$ cat src/rtl/pgio_pkg.sv
package pgio_pkg;
    typedef enum logic [1:0] {
        PG_NONE = 2'd0,
        PG_POL  = 2'd1,
        PG_ENAB = 2'd2,
        PG_ID   = 2'd3
    } page_e;

    localparam int ADDR_W   = 4;
    localparam int OFS_PEND = 6;
    localparam int OFS_CTRL = 7;
    localparam int WIN_BASE = 8;
endpackage

$ cat src/rtl/gpio_sync.sv
module gpio_sync #(
    parameter int W = 8
) (
    input  logic         clk,
    input  logic         rst_n,
    input  logic [W-1:0] pin,
    output logic [W-1:0] lvl
);
    logic [W-1:0] meta_q;
    logic [W-1:0] lvl_q;

    always_ff @(posedge clk or negedge rst_n) begin
        if (!rst_n) begin
            meta_q <= '1;
            lvl_q  <= '1;
        end else begin
            meta_q <= pin;
            lvl_q  <= meta_q;
        end
    end

    assign lvl = lvl_q;
endmodule

$ cat src/rtl/gpio_edge_bank.sv
module gpio_edge_bank #(
    parameter int W = 8
) (
    input  logic         clk,
    input  logic         rst_n,
    input  logic [W-1:0] lvl,
    input  logic [W-1:0] wdata,
    input  logic         we_pol,
    input  logic         we_enab,
    input  logic         we_id,
    output logic [W-1:0] pol_q,
    output logic [W-1:0] enab_q,
    output logic [W-1:0] id_q
);
    logic [W-1:0] prev_q;
    logic [W-1:0] rise;
    logic [W-1:0] fall;
    logic [W-1:0] hit;
    logic [W-1:0] id_d;

    always_comb begin
        rise = lvl & ~prev_q;
        fall = ~lvl & prev_q;
        hit  = enab_q & ((pol_q & rise) | (~pol_q & fall));
        if (we_id) id_d = (id_q & wdata) | hit;
        else       id_d = id_q | hit;
    end

    always_ff @(posedge clk or negedge rst_n) begin
        if (!rst_n) begin
            prev_q <= '1;
            pol_q  <= '0;
            enab_q <= '0;
            id_q   <= '0;
        end else begin
            prev_q <= lvl;
            if (we_pol)  pol_q  <= wdata;
            if (we_enab) enab_q <= wdata;
            id_q <= id_d;
        end
    end

    // newly set bits appear only on enabled lines
    a_r8_enabled_only: assert property (@(posedge clk) disable iff (!rst_n)
        1'b1 |=> ((id_q & ~$past(id_q) & ~$past(enab_q)) == '0));

    // a clearing write keeps the bits written as 1
    a_r9_ones_keep: assert property (@(posedge clk) disable iff (!rst_n)
        we_id |=> ((($past(id_q) & $past(wdata)) & ~id_q) == '0));

    // a detected edge always ends with its bit set, even during a clear
    a_r9_edge_wins: assert property (@(posedge clk) disable iff (!rst_n)
        (|hit) |=> ((id_q & $past(hit)) == $past(hit)));
endmodule

$ cat src/rtl/paged_gpio.sv
module paged_gpio
    import pgio_pkg::*;
#(
    parameter int NUM_PORTS = 6,
    parameter int NUM_EDGE  = 3,
    parameter int PORT_W    = 8
) (
    input  logic                        clk,
    input  logic                        rst_n,
    input  logic [3:0]                  bus_addr,
    input  logic                        bus_wr,
    input  logic [PORT_W-1:0]           bus_wdata,
    output logic [PORT_W-1:0]           bus_rdata,
    input  logic [NUM_PORTS*PORT_W-1:0] pin_in,
    output logic [NUM_PORTS*PORT_W-1:0] pin_pull_low,
    output logic                        irq
);
    localparam int PAGE_LSB = PORT_W - 2;

    page_e                 page_q, page_d;
    logic                  sel_pol, sel_enab, sel_id;
    logic [NUM_PORTS-1:0]  lock_q;
    logic                  ctrl_we;

    logic [PORT_W-1:0] lvl_a  [NUM_PORTS];
    logic [PORT_W-1:0] drv_q  [NUM_PORTS];
    logic [PORT_W-1:0] pol_a  [NUM_EDGE];
    logic [PORT_W-1:0] enab_a [NUM_EDGE];
    logic [PORT_W-1:0] id_a   [NUM_EDGE];
    logic [NUM_EDGE-1:0] pend;

    assign ctrl_we = bus_wr && (bus_addr == ADDR_W'(OFS_CTRL));

    // ---------------- page state machine: next state ----------------
    always_comb begin
        page_d = page_q;
        if (ctrl_we) page_d = page_e'(bus_wdata[PORT_W-1:PAGE_LSB]);
    end

    // ---------------- page state machine: state register ----------------
    always_ff @(posedge clk or negedge rst_n) begin
        if (!rst_n) begin
            page_q <= PG_NONE;
            lock_q <= '0;
        end else begin
            page_q <= page_d;
            if (ctrl_we) lock_q <= bus_wdata[NUM_PORTS-1:0];
        end
    end

    // ---------------- page state machine: outputs ----------------
    always_comb begin
        sel_pol  = 1'b0;
        sel_enab = 1'b0;
        sel_id   = 1'b0;
        unique case (page_q)
            PG_NONE: ;
            PG_POL:  sel_pol  = 1'b1;
            PG_ENAB: sel_enab = 1'b1;
            PG_ID:   sel_id   = 1'b1;
        endcase
    end

    // ---------------- data ports ----------------
    for (genvar p = 0; p < NUM_PORTS; p++) begin : g_port
        logic port_we;
        assign port_we = bus_wr && (bus_addr == ADDR_W'(p)) && !lock_q[p];

        gpio_sync #(.W(PORT_W)) u_sync (
            .clk   (clk),
            .rst_n (rst_n),
            .pin   (pin_in[p*PORT_W +: PORT_W]),
            .lvl   (lvl_a[p])
        );

        always_ff @(posedge clk or negedge rst_n) begin
            if (!rst_n)       drv_q[p] <= '0;
            else if (port_we) drv_q[p] <= bus_wdata;
        end

        assign pin_pull_low[p*PORT_W +: PORT_W] = drv_q[p];

        // a locked port keeps its data through a write
        a_r5_lock_blocks: assert property (@(posedge clk) disable iff (!rst_n)
            (bus_wr && (bus_addr == ADDR_W'(p)) && lock_q[p]) |=> $stable(drv_q[p]));
    end

    // ---------------- edge-capable ports ----------------
    for (genvar e = 0; e < NUM_EDGE; e++) begin : g_edge
        logic win_hit;
        assign win_hit = bus_wr && (bus_addr == ADDR_W'(WIN_BASE + e));

        gpio_edge_bank #(.W(PORT_W)) u_bank (
            .clk     (clk),
            .rst_n   (rst_n),
            .lvl     (lvl_a[e]),
            .wdata   (bus_wdata),
            .we_pol  (win_hit && sel_pol),
            .we_enab (win_hit && sel_enab),
            .we_id   (win_hit && sel_id),
            .pol_q   (pol_a[e]),
            .enab_q  (enab_a[e]),
            .id_q    (id_a[e])
        );

        assign pend[e] = |id_a[e];

        // in page 0 no write changes the configuration bytes
        a_r6_page0_keeps_cfg: assert property (@(posedge clk) disable iff (!rst_n)
            (bus_wr && page_q == PG_NONE) |=> ($stable(pol_a[e]) && $stable(enab_a[e])));
    end

    assign irq = |pend;

    // ---------------- read mux ----------------
    always_comb begin
        bus_rdata = '0;
        for (int p = 0; p < NUM_PORTS; p++) begin
            if (bus_addr == ADDR_W'(p)) bus_rdata = ~lvl_a[p];
        end
        if (bus_addr == ADDR_W'(OFS_PEND)) begin
            bus_rdata[NUM_EDGE-1:0] = pend;
        end
        if (bus_addr == ADDR_W'(OFS_CTRL)) begin
            bus_rdata[PORT_W-1:PAGE_LSB] = page_q;
            bus_rdata[NUM_PORTS-1:0]     = lock_q;
        end
        for (int e = 0; e < NUM_EDGE; e++) begin
            if (bus_addr == ADDR_W'(WIN_BASE + e)) begin
                unique case (page_q)
                    PG_NONE: bus_rdata = '0;
                    PG_POL:  bus_rdata = pol_a[e];
                    PG_ENAB: bus_rdata = enab_a[e];
                    PG_ID:   bus_rdata = id_a[e];
                endcase
            end
        end
    end

    // a control write sets the lock bits seen on the next cycle
    a_r4_lock_follows: assert property (@(posedge clk) disable iff (!rst_n)
        ctrl_we |=> (lock_q == $past(bus_wdata[NUM_PORTS-1:0])));

    // with no identification bit set the interrupt is low
    a_r10_irq_quiet: assert property (@(posedge clk) disable iff (!rst_n)
        (pend == '0) |-> !irq);
endmodule

$ cat config.mk
export PLATFORM = sky130hd
export DESIGN_NAME = paged_gpio
export DESIGN_NICKNAME = d
export VERILOG_FILES = /design/src/rtl/pgio_pkg.sv /design/src/rtl/gpio_sync.sv /design/src/rtl/gpio_edge_bank.sv /design/src/rtl/paged_gpio.sv
export SDC_FILE = /design/constraint.sdc
export NUM_CORES = 1
export LEC_CHECK = 0
export ABC_CLOCK_PERIOD_IN_PS = 2610
export BUFFER_PORTS_ARGS = -buffer_cell sky130_fd_sc_hd__buf_2
export CORE_AREA = 2 2 167 202
export CTS_CLUSTER_DIAMETER = 100
export DETAILED_ROUTE_END_ITERATION = 12
export DIE_AREA = 0 0 169 204
export HOLD_SLACK_MARGIN = 0.03
export PLACE_DENSITY = 0.58
export SYNTH_ARGS = -nofsm -noshare
export SYNTH_HDL_FRONTEND = slang
export SYNTH_SLANG_ARGS = --single-unit
$ cat constraint.sdc
create_clock -name clk -period 2.61 [get_ports clk]
set_input_delay 0.261 -clock clk [delete_from_list [all_inputs] [get_ports clk]]
set_output_delay 0.261 -clock clk [all_outputs]
set_load 0.1 [all_outputs]
Word level (Yosys, flattened, before mapping)
Cells that the tools add are included.
Word-level totals
  flip-flop bits (word level): 248
  memories: 0
  bits in writable memories: 0
  latch bits: 0
  ROM bits: 0
  input port bits: 63
Cells by class
  div/mod/pow operators: 0
  multiply operators: 0
  equal/unequal tests: 13
  shift operators: 0
  reduce and logical (&&, ||, !) cells: 37
  mux-type cells: 20
  magnitude comparators: 0
  $add $sub $neg: 0
  bitwise gates (word level): 39
Operator list (count)
  8-bit bitwise AND: 18
  8-bit two-way mux: 13
  8-bit inverter: 12
  8-bit one-hot mux with 4 select lines: 3
  8-bit bitwise OR: 9
  1-bit logical AND: 25
  24-bit OR reduction: 1
  8-bit OR reduction: 3
  4-bit by 3-bit == test with 1-bit output, second input constant: 4
  4-bit == test, second input constant: 3
  4-bit by 2-bit == test with 1-bit output, second input constant: 2
  1-bit zero test: 6
  2-bit == test, second input constant: 2
  4-bit by 1-bit == test with 1-bit output, second input constant: 1
  4-bit zero test: 1
  1-bit two-way mux: 3
  3-bit two-way mux: 1
  2-bit by 1-bit == test with 1-bit output, second input constant: 1
  2-bit zero test: 1

Depth between registers and ports, before layout
Gate-level depths: netlist of the first run.
  word-level depth: 12
  depth in mapped cells: 7
  gate-level depth less buffers: 4

By module
Synthesis of the first run repeated with hierarchy kept, for this count alone.
Second synthesis, totals
  cells, all modules: 678
  area, all modules: 10075.9 sq um
By module, submodules not included
  gpio_edge_bank: area each 1301.2 sq um, instances 3, cells an instance 82
  paged_gpio: area each 3649.8 sq um, instances 1, cells an instance 336
  gpio_sync: area each 420.4 sq um, instances 6, cells an instance 16

Least setup slack after synthesis of the first run
OpenSTA, ideal clock, no wires.
  path type: input port to output port
  start: input bus_addr[2]
  end: output bus_rdata[4]
  required time: 2349 ps
  path slack: -362 ps
  arrival time: 2711 ps
  stages: 7
  cell sequence: buf_6 -> nor2b_1 -> buf_2 -> buf_4 -> a311oi_1 -> o22ai_1 -> o221ai_1
On the way
  cells in the longest elaborated chain, start to end: 11
Ends and longest elaborated chain
  start: declaration: line paged_gpio.sv:10  | input logic [3:0] bus_addr,
  4-bit zero test: line paged_gpio.sv:119  | if (bus_addr == ADDR_W'(p)) bus_rdata = ~lvl_a[p];
  8-bit two-way mux (6 in series): line paged_gpio.sv:119
  8-bit two-way mux: line paged_gpio.sv:124  | if (bus_addr == ADDR_W'(OFS_CTRL)) begin
  8-bit two-way mux (2 in series): line paged_gpio.sv:129  | if (bus_addr == ADDR_W'(WIN_BASE + e)) begin
  8-bit two-way mux *: line paged_gpio.sv:129
  end: declaration: line paged_gpio.sv:13  | output logic [PORT_W-1:0] bus_rdata,
Every way passes the cells marked *; elsewhere a longest branch is shown, timed or not.

Final worst setup path of the first run
  start: register page_q[1]
  end: output bus_rdata[3]
On the way
  cells in the longest elaborated chain, start to end: 5
Ends and longest elaborated chain
  start: declaration: line paged_gpio.sv:20  | page_e page_q, page_d;
  start signal: assignment: line paged_gpio.sv:46  | page_q <= page_d;
  2-bit == test, or another cell as far along: line paged_gpio.sv:130  | unique case (page_q)
  8-bit one-hot mux with 4 select lines: line paged_gpio.sv:130
  8-bit two-way mux (2 in series): line paged_gpio.sv:129
  8-bit two-way mux *: line paged_gpio.sv:129
Marked as above.

==> flow_summary.ini, run 1 <==
[worst_setup_path]
critical_path_class = register to output port
cp-start-kind = register
critPathCaptureType = output port
crit_family = compound AO/OA/AOI/OAI gates
cp_common_cell = buf_6
arrival_ns = 2.42
path_cells = buf_6 > buf_6 > mux2_4 > a22oi_2 > o22ai_1 > a311o_1 > buf_12
cp_slowest_cell = dfrtp_1
cp.buffers_inverters = 3
worst-r2r-setup-slack_ns = 0.66
worstPathRequired_ns = 2.35
slowest_delay_ns = 0.42
worstPathMaxFanout = 7

[logic_synthesis]
netlist_area_um2 = 9980
yosys_warnings = 0
syn_inst = 722
synth_simple_gate_area_share_pct = 9.92
synthAdderAreaFrac_pct = 0
synthArstFlopShare_pct = 100
yosys.cell_types.count = 56
synthMuxAreaShare_pct = 15.5
yosys.area.top_type_share_pct = 32.1
synth_top_area_cell = dfrtp_1
synth.avg_cell_area_um2 = 13.8
synth_edf_count = 0
synth_top_family_by_area = multiplexers
synthFlopType = dfrtp_1
synthXorXnorAreaFrac_pct = 0
synth_compound_area_share_pct = 8.89
ys_ff_latch = 248
synth_nets = 785
yosys-top-cells-area = dfrtp_1 (32%), dfstp_2 (32%), mux2_2 (14%), o21ai_0 (2.6%), nor3b_1 (2.0%)
ys_seq_area_share_pct = 63.7

[route]
vias_per_cell = 4.92
ant_nets = 0
dr_total_vias = 6650
routed_wl_um = 26600
drc = 0
firstDrtPassIters = 4
wire_per_inst_um = 19.7
drtIter0Drc = 278

[finish]
synthToLayoutAreaGrowth_pct = 30.7
fill_cells = 3049
instances_no_fill = 1353
final_nets = 982
multi_input_area_um2 = 3620
final_util_pct = 39.9
seq_area_um2 = 6360
drive_gt1_share_pct = 53.0
final_common_cell = dfrtp_1
final_area_um2 = 13000
final_cell_mix = dfrtp_1 (127), dfstp_2 (120), mux2_2 (116)

[clocking]
cts.sinks = 248
insertion_delay_ns = 0.57
clk_pin_slew_worst_paths_ns = 0.06
cts-root-buf = clkbuf_16
clk_path_buf_depth = 3
cts_buffers = 27
cts_tree = yes
htreeDepth = 1

[timing]
rsz0062_at_grt = yes
hold_violations = 0
fin_crit_sh_pct = 103
fmax_ghz = 0.374
max-slew-margin-rel_pct = 62.1
period_minus_slack_ns = 2.68
setup_slack_ns = -0.0665
worstMarginPinSlew_ns = 0.567
whs_ns = 0.218
fin_worst_skew_ns = 0.0313
setup_tns_ns = -0.0803
setup_viol = 2
maxSlewViolCount = 0

[run_status]
violations = negative setup slack
status = finished, violations left

[placement]
io_buffers = 119
hpwlAfterDp_um = 17800
place_ws_ns = 0.263
dp_cells = 1243
gp_congestion = 0.860
placed_area_um2 = 11300

[die]
die_height_um = 204
core_area_um2 = 32700
ios = 120
placementRows = 73
dieArea_um2 = 34500
die_x_um = 169
initial_core_util_pct = 30.5

[power]
peakVddDrop_v = 0.000491
power_density_nw_per_um2 = 925
p_leak_nw = 5.47
design_power_total_mw = 12.1

[min_path]
min_path_type = primary input to register

[global_route]
grt-ovfl-total = 0
grtUsageTotal_pct = 15.5
grt_max_degree = 69
grt_pass1_wl_um = 40800
grt_pass1_vias = 6787
antenna_found_initial = 1

[flow_run]
max_cap_violations = 0
==> where the power goes <==
group | leakage, nW | internal, mW | switching [mW]
Sequential | 2.81 | 4.39 | 0.334
Clock | 0.492 | 2.58 | 1.62
Combinational | 2.17 | 0.958 | 2.19
Total | 5.47 | 7.93 | 4.15
==> cell families (layout without fill, tap and decap cells) <==
group	after synthesis	in the layout
compound gates	132	132
buf+inv	37	255
flops	248	248
mux	132	132
other cells	0	1
simple gates	173	173
==> final timing paths <==
| kind | from | to | cells after the start |
|---|---|---|---|
| worst max-delay path | page_q[1] | bus_rdata[3] | 7 |
| worst min-delay path | bus_wdata[1] | g_edge[0].u_bank.id_q[1] | 3 |
| worst max register to register | page_q[1] | g_edge[0].u_bank.enab_q[4] | 5 |
| worst min register to register | g_port[4].u_sync.meta_q[0] | g_port[4].u_sync.lvl[0] | 0 |
| max in group asynchronous | rst_n | g_port[0].u_sync.meta_q[3] | 3 |
| min in group asynchronous | rst_n | pin_pull_low[3] | 2 |
==> worst register-to-register path, stage by stage, from the launching register on <==
cell     delay (ns)
dfrtp_1        0.40
buf_6          0.16
nor2b_4        0.21
buf_12         0.19
nand3_1        0.44
mux2_2         0.44
==> routing by layer <==
layer / global-route usage [%] / vias up / part of all wire (%)
met2: 26.0 / 188 / 49
met1: 20.2 / 3397 / 43
li1: - / 3015 / -
met3: 2.58 / 50 / 4.8
met5: 0 / - / 0
met4: 5.86 / 0 / 3.2
==> flip-flops by register name, summed over array words and instances (netlist names) <==
signal                cells
g_port.u_sync.meta_q     48
lock_q                    6
g_edge.u_bank.prev_q     24
page_q                    2
g_edge.u_bank.enab_q     24
g_edge.u_bank.pol_q      24
g_edge.u_bank.id_q       24
g_port.u_sync.lvl        48
pin_pull_low             48
==> final cells by class <==
type | instances | share of cell area [%]
well taps | 412 | 3.95
flip-flops and latches | 248 | 48.7
diodes | 1 | 0.0192
clock inverters | 12 | 1.38
repair buffers | 203 | 11.9
multi-input cells | 437 | 27.8
inverters | 2 | 0.0767
clock buffers | 38 | 6.21
==> timing repair <==
item | in CTS | in global routing
pin swaps | 10 | 4
buffers inserted | 8 | 1
resized for setup | 25 | 10
gates cloned | 1 | 0
endpoints found under the setup margin | 9 | 9
hold buffers | 49 | 0
hold endpoints to repair | 108 | 0
==> cell usage after synthesis (5+ instances only) <==
cell type  number
o22ai_1         6
dfrtp_1       128
mux2_4          8
nor3b_1        27
dfstp_2       120
nand2_2         6
nor2b_1        12
nor4_1          8
o22a_1          7
a2bb2oi_1       7
mux2_2        120
nand2_1        53
o21ai_0        52
o211ai_1       10
buf_6           5
clkbuf_1       12
buf_2          12
a22oi_1        23
nand3_1         6
nor2_1         27
(Power assumes the default switching activity.)
==> inputs of run 2 (changes only) <==
ABC_CLOCK_PERIOD_IN_PS = 2710   (was 2610)
clock period = 2.71 ns   (was 2.61 ns; I/O delays follow)
==> flow_summary.ini, run 2 (same netlist as run 1, synthesis figures left out) <==
[run_status]
status = complete, no violations

[power]
peakVddDrop_v = 0.000474
power_density_nw_per_um2 = 868
p_sw_mw = 3.86
seq_power_share_pct = 40.9
pwr-share-comb_pct = 26.3
clock_power_share_pct = 32.8
p_int_mw = 7.27
p_leak_nw = 5.37
netSwitchingFraction_pct = 34.7

[timing]
period_minus_slack_ns = 2.67
hold_violations = 0
fmax_ghz = 0.375
fin_worst_skew_ns = 0.0180
maxSlewViolCount = 0
setup_viol = 0
worstMarginPinSlew_ns = 0.695
fin_crit_sh_pct = 98.4
setup_tns_ns = 0
max-slew-margin-rel_pct = 53.7

[clocking]
cts_buffers = 27
cts_tree = yes
cts-root-buf = clkbuf_16
htreeDepth = 1
cts.sinks = 248
clk_pin_slew_worst_paths_ns = 0.07
insertion_delay_ns = 0.54
clk_path_buf_depth = 3

[worst_setup_path]
arrival_ns = 2.40
critPathCaptureType = output port
critical_path_class = register to output port
worstPathRequired_ns = 2.44
worstPathMaxFanout = 5
cp-start-kind = register

[die]
initial_core_util_pct = 30.5
die_x_um = 169
core_area_um2 = 32700
die_height_um = 204
dieArea_um2 = 34500
ios = 120
placementRows = 73

[finish]
final_cell_mix = dfrtp_1 (126), mux2_2 (120), dfstp_2 (120)
final_common_cell = dfrtp_1
drive_gt1_share_pct = 51.7
fill_cells = 3117
diodes = 0
final_nets = 976
synthToLayoutAreaGrowth_pct = 28.4
final_util_pct = 39.2
final_area_um2 = 12800

[global_route]
antenna_found_initial = 0
grt_pass1_wl_um = 39800
grt_pass1_vias = 6585
grtUsageTotal_pct = 15.2
grt_max_degree = 88
grt-ovfl-total = 0

[placement]
placed_area_um2 = 11400
gp_congestion = 0.861
hpwlAfterDp_um = 17800
io_buffers = 119

[route]
routed_wl_um = 25800
vias_per_cell = 4.80
dr_total_vias = 6466
drc = 0
drtIter0Drc = 371
firstDrtPassIters = 4
ant_nets = 0
wire_per_inst_um = 19.2

[flow_run]
max_cap_violations = 0

[min_path]
min_path_type = primary input to register
## run 2: cell type report
cell class,instances,area [um2],share of cell area [%]
tap,412,515,4.02
clock buffer,40,815,6.36
sequential,248,6360,49.6
multi-input combinational,437,3530,27.5
clock inverter,10,83.8,0.654
timing repair buffer,197,1500,11.7
inverter,2,10.0,0.0781
## run 2: worst max-delay path: stages, from the launching register on
cell     delay, ns
dfrtp_2       0.42
buf_4         0.16
mux2_2        0.33
a22oi_1       0.21
o22ai_1       0.12
a311o_1       0.41
buf_12        0.20
## run 2: power groups by stage
stage	logic, mW	registers (mW)	clock network, mW
2_1_floorplan	0.967	5.78	0
3_3_place_gp	2.84	4.60	0
5_1_grt	3.07	4.62	3.92
6_report	2.92	4.55	3.65
4_1_cts	2.93	4.55	3.77
3_5_place_dp	2.86	4.61	0
## run 2: per-stage QoR
stage | setup slack, ns | hold WS, ns | std cells | power, mW
3_3_place_gp | 0.308 | 0.337 | 1243 | 7.44
4_1_cts | 0.0100 | 0.236 | 1346 | 11.3
2_1_floorplan | -0.0737 | -0.0246 | 722 | 6.75
6_report | 0.0426 | 0.262 | 1346 | 11.1
3_5_place_dp | 0.302 | 0.341 | 1243 | 7.47
5_1_grt | -0.000277 | 0.257 | 1346 | 11.6
## run 2: final timing paths
| kind | startpoint | endpoint | slack (ns) | cells after the start |
|---|---|---|---|---|
| max in group asynchronous | rst_n | g_port[2].u_sync.lvl[0] | 1.56 | 3 |
| setup reg to reg | page_q[0] | g_edge[1].u_bank.id_q[5] | 0.84 | 5 |
| min in group asynchronous | rst_n | pin_pull_low[40] | 0.35 | 2 |
| hold reg to reg | g_port[1].u_sync.meta_q[5] | g_port[1].u_sync.lvl[5] | 0.35 | 0 |
| setup / recovery | page_q[1] | bus_rdata[3] | 0.04 | 6 |
| hold / removal | bus_wdata[1] | g_edge[1].u_bank.id_q[1] | 0.26 | 3 |
## run 2: routing by layer
layer | track usage [%] | routed length, um | up-vias
met2 | 24.6 | 12300 | 176
met3 | 2.34 | 1120 | 43
li1 | - | - | 3009
met5 | 0 | 0 | -
met4 | 5.71 | 759 | 0
met1 | 20.8 | 11700 | 3238
## run 2: what timing repair did
item | in CTS | in global routing
hold endpoints to repair | 99 | 0
setup buffers | 4 | 0
setup endpoints to repair | 8 | 5
hold buffers | 49 | 0
gates resized for setup | 6 | 4
pin swaps | 2 | 1
==> inputs of run 3 (changes only) <==
CELL_PAD_IN_SITES_DETAIL_PLACEMENT = 1   (was default)
CELL_PAD_IN_SITES_GLOBAL_PLACEMENT = 1   (was default)
PLACE_DENSITY = default   (was 0.58)
PLACE_DENSITY_LB_ADDON = 0.1   (was default)
==> flow_summary.ini, run 3 (same netlist as run 1, synthesis figures left out) <==
[run_status]
status = complete, no violations

[die]
die_x_um = 169
core_area_um2 = 32700
ios = 120
placementRows = 73
die_height_um = 204
initial_core_util_pct = 30.5
dieArea_um2 = 34500

[clocking]
insertion_delay_ns = 0.54
cts.sinks = 248
cts-root-buf = clkbuf_16
clk_path_buf_depth = 3
htreeDepth = 1
cts_buffers = 27
clk_pin_slew_worst_paths_ns = 0.06
cts_tree = yes

[global_route]
grtUsageTotal_pct = 16.6
grt-ovfl-total = 0
grt_pass1_vias = 7230
grt_max_degree = 99
antenna_found_initial = 1
grt_pass1_wl_um = 43700

[worst_setup_path]
critical_path_class = register to output port
cp_slowest_cell = dfrtp_2
worstPathRequired_ns = 2.44
path_cells = buf_8 > mux2_2 > a22oi_2 > o22ai_1 > a311o_1 > buf_12
arrival_ns = 2.40
worstPathMaxFanout = 14
cp-start-kind = register
slowest_delay_ns = 0.42
critPathCaptureType = output port

[timing]
setup_viol = 0
rsz0062_at_grt = yes
maxSlewViolCount = 0
period_minus_slack_ns = 2.67
fin_crit_sh_pct = 98.6
worstMarginPinSlew_ns = 0.772
hold_violations = 0
fmax_ghz = 0.374
max-slew-margin-rel_pct = 48.5
fin_worst_skew_ns = 0.0102

[power]
power_density_nw_per_um2 = 880
p_sw_mw = 3.97
netSwitchingFraction_pct = 34.9
pwr-share-comb_pct = 26.5
p_int_mw = 7.41
design_power_total_mw = 11.4
p_leak_nw = 5.41
peakVddDrop_v = 0.000429
seq_power_share_pct = 40.3
clock_power_share_pct = 33.3

[route]
wire_per_inst_um = 21.0
drc = 0
routed_wl_um = 28300
drtIter0Drc = 264
ant_nets = 0
firstDrtPassIters = 7
vias_per_cell = 4.86
dr_total_vias = 6559

[finish]
instances_no_fill = 1349
seq_area_um2 = 6360
drive_gt1_share_pct = 52.9
final_cell_mix = dfrtp_1 (126), mux2_2 (120), dfstp_2 (120)
fill_cells = 3393
diodes = 0
final_nets = 980
final_util_pct = 39.5
synthToLayoutAreaGrowth_pct = 29.5
final_common_cell = dfrtp_1
multi_input_area_um2 = 3580

[flow_run]
max_cap_violations = 0

[placement]
hpwlAfterDp_um = 20000
gp_congestion = 0.821
io_buffers = 119
dp_cells = 1244

[min_path]
min_path_type = primary input to register
## run 3: cell count changes in the layout (fill, tap and decap cells not counted), sizes merged
cell / change
clkinv: +3
buf: +3
bufinv: +2
clkbuf: -4
inv: -1
## run 3: power groups by stage
stage	registers, mW	logic, mW	clock network [mW]
floorplan	5.78	0.967	0
global placement	4.60	2.86	0
detailed placement	4.63	2.89	0
CTS	4.58	2.99	3.92
global route	4.65	3.15	4.07
finish	4.58	3.01	3.78
## run 3: critical path: cells and delay by family, from the launching register on
family | cells | cell delay, ns
DFF | 1 | 0.42
AOI/OAI and AO/OA | 3 | 0.67
buffers and inverters | 2 | 0.40
muxes | 1 | 0.36
## run 3: area by class of cell
cell class / count / area share [%]
clock inverters: 14 / 1.15
clock buffers: 35 / 5.93
well taps: 412 / 3.99
repair buffers: 201 / 11.9
multi-input cells: 437 / 27.7
flip-flops and latches: 248 / 49.2
inverters: 2 / 0.0774
## run 3: path summary, 6_finish.rpt
check                                      startpoint                  endpoint  slack, ns  cells after the start
max in group asynchronous                       rst_n   g_port[3].u_sync.lvl[1]       1.47                      3
setup reg to reg                            page_q[0]  g_edge[1].u_bank.id_q[1]       0.65                      5
hold reg to reg            g_port[4].u_sync.meta_q[2]   g_port[4].u_sync.lvl[2]       0.35                      0
hold / removal                           bus_wdata[7]  g_edge[1].u_bank.id_q[7]       0.21                      3
setup / recovery                            page_q[1]              bus_rdata[3]       0.04                      6
min in group asynchronous                       rst_n           pin_pull_low[1]       0.36                      2
## run 3: metal layers
layer	up-vias	global-route usage, %	part of all wire [%]
li1	3004	-	-
met1	3409	21.1	44
met2	101	29.2	50
met3	43	2.61	3.1
met4	2	4.76	2.2
met5	-	0	0.042
## run 3: metrics by stage
step | setup TNS (ns) | hold WS, ns | cell area, um2 | worst slack (ns)
detailed placement | 0 | 0.347 | 11400 | 0.221
global placement | 0 | 0.347 | 11400 | 0.241
global route | -0.0449 | 0.230 | 12900 | -0.0407
CTS | -0.0131 | 0.199 | 12800 | -0.0131
finish | 0 | 0.212 | 12900 | 0.0376
floorplan | -0.335 | -0.0246 | 10100 | -0.0737
## run 3: timing repair
action / in CTS / in global routing
pin swaps: 4 / 2
setup endpoints to repair: 8 / 7
gates cloned: 0 / 1
hold endpoints to repair: 118 / 0
resized for setup: 12 / 16
hold buffers: 49 / 0
buffers inserted: 1 / 5
